## config.mk

```make
export PLATFORM = sky130hd
export DESIGN_NAME = netport_mode_ctrl
export DESIGN_NICKNAME = d
export VERILOG_FILES = /design/src/rtl/netport_pkg.sv /design/src/rtl/netport_regfile.sv /design/src/rtl/netport_port_dec.sv /design/src/rtl/netport_loop_dec.sv /design/src/rtl/netport_mode_ctrl.sv
export SDC_FILE = /design/constraint.sdc
export NUM_CORES = 1
export LEC_CHECK = 0
export CAP_MARGIN = 20
export CELL_PAD_IN_SITES_DETAIL_PLACEMENT = 1
export CELL_PAD_IN_SITES_GLOBAL_PLACEMENT = 1
export CORE_AREA = 2 2 57 59
export DETAILED_ROUTE_END_ITERATION = 7
export DIE_AREA = 0 0 59 61
export PLACE_DENSITY_LB_ADDON = 0.05
export SYNTH_ARGS = -nofsm -noshare
export SYNTH_HDL_FRONTEND = slang
export SYNTH_HIERARCHICAL = 1
export SYNTH_SLANG_ARGS = --single-unit
export TNS_END_PERCENT = 10
```

## constraint.sdc

```tcl
create_clock -name clk -period 1.6 [get_ports clk]
set_input_delay 0.24 -clock clk [delete_from_list [all_inputs] [get_ports clk]]
set_output_delay 0.24 -clock clk [all_outputs]
set_load 0.05 [all_outputs]
```

## src/rtl/netport_pkg.sv

```systemverilog
package netport_pkg;
  localparam int LOOP_B    = 0;
  localparam int EXCL_B    = 1;
  localparam int FCOL_B    = 2;
  localparam int NORETRY_B = 3;
  localparam int INTL_B    = 4;
  localparam int PSEL_LO   = 5;
  localparam int IDLE_B    = 7;
  localparam int THR_B     = 8;
  localparam int USED_BITS = 9;

  localparam int NPORT = 3;
  localparam int NLOOP = 4;

  typedef enum logic [1:0] {
    PS_AUI = 2'b00,
    PS_TP  = 2'b01,
    PS_SER = 2'b10,
    PS_RSV = 2'b11
  } psel_e;

  typedef enum int {
    LB_NORMAL = 0,
    LB_EXT    = 1,
    LB_INT_CD = 2,
    LB_INT_BY = 3
  } lb_idx_e;
endpackage

```

## src/rtl/netport_regfile.sv

```systemverilog
module netport_regfile
  import netport_pkg::*;
#(
  parameter int REG_W = 16
) (
  input  logic             clk,
  input  logic             rst_n,
  input  logic             soft_rst,
  input  logic             wr_en,
  input  logic [REG_W-1:0] wr_data,
  input  logic             ctl_stopped,
  input  logic             ctl_suspended,
  output logic [REG_W-1:0] q
);
  localparam logic [REG_W-1:0] USED_MASK = REG_W'((1 << USED_BITS) - 1);

  logic             wr_ok;
  logic [REG_W-1:0] q_nxt;

  assign wr_ok = wr_en && (ctl_stopped || ctl_suspended);

  always_comb begin
    q_nxt = q;
    if (soft_rst) begin
      q_nxt = '0;
    end else if (wr_ok) begin
      q_nxt = wr_data & USED_MASK;
    end
  end

  always_ff @(posedge clk or negedge rst_n) begin
    if (!rst_n) begin
      q <= '0;
    end else begin
      q <= q_nxt;
    end
  end
endmodule

```

## src/rtl/netport_port_dec.sv

```systemverilog
module netport_port_dec
  import netport_pkg::*;
(
  input  logic [1:0]       psel,
  input  logic             auto_sel,
  input  logic             auto_tp_ok,
  input  logic             serial_en,
  output logic [NPORT-1:0] port_oh,
  output logic             port_none
);
  logic [1:0] eff;

  always_comb begin
    eff = psel;
    if (auto_sel && (psel == PS_AUI || psel == PS_TP)) begin
      eff = auto_tp_ok ? PS_TP : PS_AUI;
    end
  end

  for (genvar i = 0; i < NPORT; i++) begin : g_port
    if (i == int'(PS_SER)) begin : g_gated
      assign port_oh[i] = (eff == 2'(i)) && serial_en;
    end else begin : g_plain
      assign port_oh[i] = (eff == 2'(i));
    end
  end

  assign port_none = ~|port_oh;
endmodule

```

## src/rtl/netport_loop_dec.sv

```systemverilog
module netport_loop_dec
  import netport_pkg::*;
(
  input  logic             loop_en,
  input  logic             int_sel,
  input  logic             codec_byp,
  output logic [NLOOP-1:0] lb_mode
);
  always_comb begin
    lb_mode = '0;
    if (!loop_en) begin
      lb_mode[LB_NORMAL] = 1'b1;
    end else if (!int_sel) begin
      lb_mode[LB_EXT] = 1'b1;
    end else if (!codec_byp) begin
      lb_mode[LB_INT_CD] = 1'b1;
    end else begin
      lb_mode[LB_INT_BY] = 1'b1;
    end
  end
endmodule

```

## src/rtl/netport_mode_ctrl.sv

```systemverilog
module netport_mode_ctrl
  import netport_pkg::*;
#(
  parameter int REG_W       = 16,
  parameter int SYNC_STAGES = 2
) (
  input  logic             clk,
  input  logic             rst_n,
  input  logic             soft_rst,
  input  logic             wr_en,
  input  logic [REG_W-1:0] wr_data,
  input  logic             ctl_stopped,
  input  logic             ctl_suspended,
  input  logic             auto_sel,
  input  logic             auto_tp_ok,
  input  logic             serial_en,
  output logic [REG_W-1:0] rd_data,
  output logic [2:0]       port_sel_oh,
  output logic             port_none,
  output logic [3:0]       lb_mode,
  output logic             rx_low_thresh,
  output logic             aui_idle_high,
  output logic             no_retry,
  output logic             force_coll
);
  logic [SYNC_STAGES-1:0] rst_pipe;
  logic                   rst_sync_n;
  logic [REG_W-1:0]       mode_q;

  always_ff @(posedge clk or negedge rst_n) begin
    if (!rst_n) begin
      rst_pipe <= '0;
    end else begin
      rst_pipe <= {rst_pipe[SYNC_STAGES-2:0], 1'b1};
    end
  end
  assign rst_sync_n = rst_pipe[SYNC_STAGES-1];

  netport_regfile #(.REG_W(REG_W)) u_reg (
    .clk           (clk),
    .rst_n         (rst_sync_n),
    .soft_rst      (soft_rst),
    .wr_en         (wr_en),
    .wr_data       (wr_data),
    .ctl_stopped   (ctl_stopped),
    .ctl_suspended (ctl_suspended),
    .q             (mode_q)
  );

  netport_port_dec u_port (
    .psel       (mode_q[PSEL_LO+1:PSEL_LO]),
    .auto_sel   (auto_sel),
    .auto_tp_ok (auto_tp_ok),
    .serial_en  (serial_en),
    .port_oh    (port_sel_oh),
    .port_none  (port_none)
  );

  netport_loop_dec u_loop (
    .loop_en   (mode_q[LOOP_B]),
    .int_sel   (mode_q[INTL_B]),
    .codec_byp (mode_q[EXCL_B]),
    .lb_mode   (lb_mode)
  );

  assign rd_data       = mode_q;
  assign rx_low_thresh = mode_q[THR_B]  & port_sel_oh[int'(PS_TP)];
  assign aui_idle_high = mode_q[IDLE_B] & port_sel_oh[int'(PS_AUI)];
  assign no_retry      = mode_q[NORETRY_B];
  assign force_coll    = mode_q[FCOL_B] & (lb_mode[LB_INT_CD] | lb_mode[LB_INT_BY]);
endmodule

```

# --- After elaboration in Yosys (flattened, before gate mapping) ---
# Cells that the tools add are included.
word_totals:
  reg_bits: 18
  inputBits: 25
  output_inout_bits: 28
  elab_cells: 29
classes:
  eq_ne: 3
  mux: 10
  bitwise_logic: 4
  n_reduce_logical: 10
op_table:
  columns: ["cell", "count"]
  rows:
  - ["$mux 16", 2]
  - ["$mux 1", 5]
  - ["$eq 2x1->1 const B", 2]
  - ["$logic_not 2->1", 2]
  - ["$mux 2", 2]
  - ["$and 1x1->1", 3]
  - ["$logic_and 1x1->1", 3]
  - ["$mux 3", 1]
  - ["$reduce_or 3->1", 1]
  - ["$eq 2x2->1 const B", 1]
  - ["$logic_or 1x1->1", 2]
  - ["$reduce_bool 2->1", 1]
  - ["$logic_not 1->1", 1]
  - ["$or 1x1->1", 1]

# --- Longest topological paths before layout ---
# Gate-level depths: netlist (run 1).
logic_depth:
  word_depth: 8
  depth_mapped: 3
  depth_no_buf: 3

# --- Cells and area by module ---
# Netlist (run 1), hierarchy kept.
by_module_without_submodules:
  columns: ["mod", "n_inst", "cells_per_inst", "area_each_um2"]
  rows:
  - ["netport_regfile", 1, 47, 508.0]
  - ["netport_mode_ctrl", 1, 7, 81.3]
  - ["netport_port_dec", 1, 6, 40.0]
  - ["netport_loop_dec", 1, 4, 25.0]

# --- Worst setup path after synthesis (run 1) ---
# OpenSTA, ideal clock, no wires.
synth_path:
  path_type: "register -> output"
  from: "reg u_reg.q[5]"
  to: "out rx_low_thresh"
  t_arrival_ns: 2.024
  t_required_ns: 1.360
  slack_ns: -0.664
  stages_incl_launch_ff: 4
  path_buffers: 0
  cell_sequence: "dfrtp_1 -> mux2i_1 -> nor2_1 -> and2_1"
synth_between:
  elab_chain_cells: 6
  elab_cells_between_ends: 7
  classes_between: "eq/ne (2); mux (1); bitwise (1); reduce/logical (3)"
synth_rtl:
  columns: ["element", "line", "text"]
  rows:
  - ["from (decl)", "netport_regfile.sv:13", "output logic [REG_W-1:0] q"]
  - ["from (signal assigned)", "netport_regfile.sv:35", "q <= q_nxt;"]
  - ["$eq 2x1->1 or $logic_not 2->1 (tied branches)", "netport_port_dec.sv:15", "if (auto_sel && (psel == PS_AUI || psel == PS_TP)) begin"]
  - ["$logic_or 1x1->1", "netport_port_dec.sv:15", null]
  - ["$logic_and 1x1->1", "netport_port_dec.sv:15", null]
  - ["$mux 2 (*)", "netport_port_dec.sv:15", null]
  - ["$eq 2x1->1 (*)", "netport_port_dec.sv:24", "assign port_oh[i] = (eff == 2'(i));"]
  - ["net port_sel_oh[1]", "netport_mode_ctrl.sv:18", "output logic [2:0] port_sel_oh,"]
  - ["$and 1x1->1 (*)", "netport_mode_ctrl.sv:67", "assign rx_low_thresh = mode_q[THR_B] & port_sel_oh[int'(PS_TP)];"]
  - ["to (decl)", "netport_mode_ctrl.sv:21", "output logic rx_low_thresh,"]
# Mark *: on every way through the listed nets, which the timed path passes. The rest lies on a longest branch.

# --- Worst setup path after layout (run 1) ---
layout_path:
  from: "reg u_reg.q[5]"
  to: "out rx_low_thresh"
layout_between:
  elab_chain_cells: 6
  elab_cells_between_ends: 7
  classes_between: "eq/ne (2); mux (1); bitwise (1); reduce/logical (3)"
layout_rtl:
  columns: ["element", "line"]
  rows:
  - ["$eq 2x1->1 or $logic_not 2->1 (tied branches)", "netport_port_dec.sv:15"]
  - ["$logic_or 1x1->1", "netport_port_dec.sv:15"]
  - ["$logic_and 1x1->1", "netport_port_dec.sv:15"]
  - ["$mux 2 (*)", "netport_port_dec.sv:15"]
  - ["$eq 2x1->1 (*)", "netport_port_dec.sv:24"]
  - ["$and 1x1->1 (*)", "netport_mode_ctrl.sv:67"]
# Every way passes the cells marked *; elsewhere a longest branch is shown, timed or not.

==> results.sh, run 1 <==
export IMPL_critPathSlowestCell="dfrtp_1"
export IMPL_grt_ovfl_total=0
export IMPL_synthCells=64
export IMPL_place_area_sq_mm=0.00113
export IMPL_worstPathRequired_ns=1.36
export IMPL_numCtsBuffers=3
export IMPL_utilization=0.403
export IMPL_nets=133
export IMPL_routed_wl_mm=1.63
export IMPL_arrival_ns=1.31
export IMPL_dp_hpwl_mm=1.32
export IMPL_num_io_pins=53
export IMPL_gp_congestion=0.605
export IMPL_clock_latency_ns=0.26
export IMPL_cap_violations=0
export IMPL_clock_sinks=11
export IMPL_synth_area_sq_um=654
export IMPL_comb_power_share=0.404
export IMPL_core_sq_mm=0.00295
export IMPL_synth_top_area_frac=0.421
export IMPL_clockRootBuffer="clkbuf_4"
export IMPL_diodes=0
export IMPL_finalHoldViolCount=0
export IMPL_vias_per_cell=4.09
export IMPL_worst_slack_ns=0.0452
export IMPL_power_frac_seq=0.376
export IMPL_clk_pin_slew_ns=0.07
export IMPL_dieArea_sq_mm=0.00360
export IMPL_peakVddDrop_mv=0.333
export IMPL_drc=0
export IMPL_slowest_delay_ns=0.40
export IMPL_portBuffers=38
export IMPL_std_cell_rows=20
export IMPL_whs_ns=0.135
export IMPL_internal_power_mw=0.538
export IMPL_worstSetupPathType="reg -> out"
export IMPL_die_h_microns=61
export IMPL_switching_share=0.359
export IMPL_ant_nets=0
export IMPL_min_period_ns=1.55
export IMPL_slew_violations=0
export IMPL_antenna_found_initial=0
export IMPL_cp_num_buf_inv=2
export IMPL_synthTopCellsByArea="dfrtp_1 (42%), nand2b_1 (17%), mux2i_1 (15%), buf_4 (9.2%), o21a_1 (2.3%)"
export IMPL_ys_ff_latch=11
export IMPL_grt_pass1_wl_mm=2.50
export IMPL_vias=572
export IMPL_postCtsHoldBufs=0
export IMPL_grt_max_degree=19
export IMPL_grt_total_usage=0.0944
export IMPL_ys_seq_area_frac=0.421
export IMPL_finalSetupViolCount=0
export IMPL_yosysWarnings=6
export IMPL_clockBufferDepth=2
export IMPL_leakage_nw=0.547
export IMPL_p_switching_mw=0.301
export IMPL_rsz0062_at_grt="yes"
export IMPL_dp_slack_ns=-0.161
export IMPL_grt_pass1_vias=553
export IMPL_start_util=0.222
export IMPL_avgSynthCellArea_sq_um=10.2
export IMPL_cp_start_kind="flip-flop"
export IMPL_design_area_sq_mm=0.00119
export IMPL_drt_iter0_markers=10
export IMPL_cts_tree="done"
export IMPL_layout_worst_path_cycle_share=0.972
export IMPL_ctsHtreeMaxLevel=1
export IMPL_fmax_ghz=0.643
export IMPL_layout_drive_gt1_share=0.374
export IMPL_p_per_area_mw_per_mm2=705
export IMPL_placedCellCount=135
export IMPL_hold_class="in -> async"
export IMPL_final_cells=140
export IMPL_critPathTopFamily="flip-flops"
export IMPL_yosysUniqueCellTypes=16
export IMPL_routedWlPerCell_microns=11.6
export IMPL_areaGrowthSynthToFinish_pct=81.8
export IMPL_status="completed"
export IMPL_p_clk_frac=0.220
export IMPL_fin_skew_ns=0.00237
export IMPL_first_pass_iters=4
export IMPL_crit_fanout=2
export IMPL_fp_dieW_microns=59
export IMPL_yosysTopAreaCell="dfrtp_1"
export IMPL_end_kind="output port"
export IMPL_cp_cell_sequence="mux2i_2, buf_4, nor2_4, and2_4, buf_8"
-- through the flow --
| stage | power [mW] | setup TNS (ns) |
|---|---|---|
| 3_5_place_dp | 0.657 | -0.419 |
| 4_1_cts | 0.859 | -0.000777 |
| 5_1_grt | 0.895 | -0.0943 |
| 3_3_place_gp | 0.652 | -0.357 |
| 6_report | 0.839 | 0 |
| 2_1_floorplan | 0.524 | -0.517 |
-- final timing paths --
kind,from,endpoint,slack (ns),cells past startpoint
worst max-delay path,u_reg/q[5],rx_low_thresh,0.05,5
worst min-delay path,rst_n,rst_pipe[1],0.13,1
worst max register to register,u_reg/q[5],u_reg/q[5],0.82,3
worst min register to register,rst_pipe[1],u_reg/q[7],0.15,0
max in group asynchronous,rst_pipe[1],u_reg/q[6],1.17,0
min in group clk,rst_pipe[0],rst_pipe[1],0.36,0
-- registers in the layout, summed over array words and instances (netlist names) --
| register | flops |
|---|---|
| u_reg/q | 9 |
| rst_pipe | 2 |
-- Yosys cell counts (all sizes together) --
cell	number
a21boi	1
and2	2
and2b	1
and3	2
and3b	1
buf	9
clkbuf	1
conb	2
dfrtp	11
inv	2
mux2i	10
nand2b	18
nor2	1
nor2b	1
o21a	2
-- what timing repair did --
| action | 4_1_cts | 5_1_grt |
|---|---|---|
| buffers inserted | 1 | 0 |
| resized for setup | 7 | 3 |
| endpoints found under the hold margin | 0 | 0 |
| setup endpoints to repair | 5 | 5 |
-- final cells by class --
cell class	count	area [sq um]
Inverter	2	7.51
Tap cell	33	41.3
Fill cell	346	1760
Timing Repair Buffer	43	492
Multi-Input combinational cell	47	345
Sequential cell	11	278
Clock buffer	4	26.3
-- routing by layer --
layer	vias up	track usage	part of all wire
met1	269	0.103	0.39
li1	275	-	-
met5	-	0	0
met4	0	0.0390	0.0086
met2	26	0.171	0.53
met3	2	0.0277	0.071
-- power groups by stage --
stage / sequential [mW] / clock [mW] / combinational, mW
6_report: 0.316 / 0.185 / 0.339
5_1_grt: 0.320 / 0.218 / 0.357
4_1_cts: 0.316 / 0.201 / 0.341
3_5_place_dp: 0.322 / 0 / 0.335
3_3_place_gp: 0.321 / 0 / 0.331
2_1_floorplan: 0.364 / 0 / 0.160
-- cells in the final DEF (no fill, tap or decap) --
master / n
nor2b_1: 1
nand2b_1: 18
nor2_4: 1
dlygate4sd2_1: 1
clkdlybuf4s50_1: 16
mux2i_2: 1
mux2i_1: 9
and3_4: 1
o21a_2: 1
clkbuf_4: 3
and3b_2: 1
dfrtp_1: 9
clkbuf_1: 1
conb_1: 8
buf_4: 14
buf_12: 9
a21boi_2: 1
and3_1: 1
inv_1: 2
and2_4: 2
and2b_2: 1
dfrtp_2: 2
o21a_1: 1
buf_6: 2
buf_8: 1
-- logic make-up (layout without fill, tap and decap cells) --
logic type,Yosys count,count (layout),synth area share
simple gates,26,26,0.252
buf+inv,12,49,0.128
flops,11,11,0.421
mux,10,10,0.153
compound gates,3,3,0.0344
other cells,2,8,0.0115
(Power assumes the default switching activity.)
==> run 2, diff against run 1 <==
--- a/config.mk
+++ b/config.mk
@@ -12,6 +12,7 @@
 export DETAILED_ROUTE_END_ITERATION = 7
 export DIE_AREA = 0 0 59 61
 export PLACE_DENSITY_LB_ADDON = 0.05
+export RECOVER_POWER = 25
 export SYNTH_ARGS = -nofsm -noshare
 export SYNTH_HDL_FRONTEND = slang
 export SYNTH_HIERARCHICAL = 1
==> results.sh, run 2 (synthesis results as in run 1) <==
export IMPL_status="completed"
export IMPL_fin_skew_ns=0.00237
export IMPL_clockBufferDepth=2
export IMPL_num_io_pins=53
export IMPL_drc=0
export IMPL_first_pass_iters=4
export IMPL_fmax_ghz=0.643
export IMPL_dieArea_sq_mm=0.00360
export IMPL_crit_start="u_reg/q[5]"
export IMPL_whs_ns=0.146
export IMPL_cts_tree="done"
export IMPL_start_util=0.222
export IMPL_total_power_mw=0.839
export IMPL_cp_start_kind="flip-flop"
export IMPL_clock_sinks=11
export IMPL_vias_per_cell=4.09
export IMPL_placedCellCount=135
export IMPL_min_period_ns=1.55
export IMPL_largest_reg_flops=9
export IMPL_gp_congestion=0.605
export IMPL_fp_dieW_microns=59
export IMPL_cap_violations=0
export IMPL_nets=133
export IMPL_vias=572
export IMPL_clockRootBuffer="clkbuf_4"
export IMPL_antenna_found_initial=0
export IMPL_crit_fanout=2
export IMPL_die_h_microns=61
export IMPL_routedWlPerCell_microns=11.6
export IMPL_leakage_nw=0.548
export IMPL_areaGrowthSynthToFinish_pct=81.8
export IMPL_peakVddDrop_mv=0.333
export IMPL_ctsHtreeMaxLevel=1
export IMPL_layout_worst_path_cycle_share=0.972
export IMPL_hold_class="reg -> async"
export IMPL_finalHoldViolCount=0
export IMPL_postCtsHoldBufs=0
export IMPL_end_kind="output port"
export IMPL_p_per_area_mw_per_mm2=705
export IMPL_grt_max_degree=19
export IMPL_rrSetupSlack_ns=0.82
export IMPL_slew_violations=0
export IMPL_finalSetupTns_ns=0
export IMPL_diodes=0
export IMPL_reg_top3="u_reg/q (9), rst_pipe (2)"
export IMPL_std_cell_rows=20
export IMPL_worstSetupPathType="reg -> out"
export IMPL_core_sq_mm=0.00295
export IMPL_final_common_cell="nand2b_1"
export IMPL_dp_hpwl_mm=1.32
export IMPL_largest_register="u_reg/q"
export IMPL_grt_pass1_wl_mm=2.50
export IMPL_grt_total_usage=0.0944
export IMPL_arrival_ns=1.31
export IMPL_drt_iter0_markers=10
export IMPL_final_cells=140
export IMPL_layout_drive_gt1_share=0.374
export IMPL_portBuffers=38
export IMPL_ant_nets=0
export IMPL_grt_ovfl_total=0
export IMPL_reg2reg_depth=3
export IMPL_numCtsBuffers=3
export IMPL_reg2reg_to="u_reg/q[5]"
export IMPL_final_cell_mix="nand2b_1 (18), clkdlybuf4s50_1 (15), buf_4 (14)"
export IMPL_routed_wl_mm=1.63
export IMPL_grt_pass1_vias=553
export IMPL_clk_pin_slew_ns=0.07
export IMPL_clock_latency_ns=0.26
export IMPL_finalSetupViolCount=0
export IMPL_r2r_start="u_reg/q[5]"
export IMPL_rsz0062_at_grt="yes"
export IMPL_worstPathRequired_ns=1.36
[run 2: cell count changes in the layout (fill, tap and decap cells not counted)]
cell / before / now
clkdlybuf4s50_1: 16 / 15
dlygate4sd3_1: 0 / 1
[run 2: final cells by class]
class	instances	area (sq um)
fill	346	1760
tap	33	41.3
sequential	11	278
inverter	2	7.51
multi-input combinational	47	345
clock buffer	4	26.3
timing repair buffer	43	492
[run 2: worst max-delay path, stage by stage, from the launching register on]
cell and delay (ns):
dfrtp_1 0.40, mux2i_2 0.19, buf_4 0.15, nor2_4 0.03, and2_4 0.13, buf_8 0.14
[run 2: worst max-delay path by stage]
stage                          endpoint  slack (ns)  cells after the start
after floorplan           rx_low_thresh       -0.18                      3
after global placement    rx_low_thresh       -0.14                      6
after detailed placement  rx_low_thresh       -0.16                      6
after CTS                    force_coll     -0.0008                      3
after global routing      aui_idle_high       -0.03                      4
final                     rx_low_thresh        0.05                      5
[run 2: routing by layer]
layer,routed length (microns),track usage,vias to the layer above
met1,629,0.103,269
met3,115,0.0277,2
met2,869,0.171,26
li1,-,-,275
met5,0,0,-
met4,14,0.0390,0
[run 2: per-stage QoR]
step | instance area [sq um] | setup slack (ns) | utilization
after CTS | 1180 | -0.000777 | 0.400
after global placement | 1130 | -0.145 | 0.383
after global routing | 1190 | -0.0318 | 0.403
after detailed placement | 1130 | -0.161 | 0.383
after floorplan | 696 | -0.177 | -
final | 1190 | 0.0452 | 0.403
[run 2: what timing repair did]
action / in CTS / in global routing
setup buffers: 1 / 0
resized for setup: 7 / 3
setup endpoints to repair: 5 / 5
pin swaps: 0 / 0
[run 2: where the power goes]
part	switching [mW]	leakage, nW	internal, mW	total, mW
logic	0.192	0.392	0.146	0.339
registers	0.0212	0.141	0.295	0.316
clock network	0.0882	0.0150	0.0963	0.185
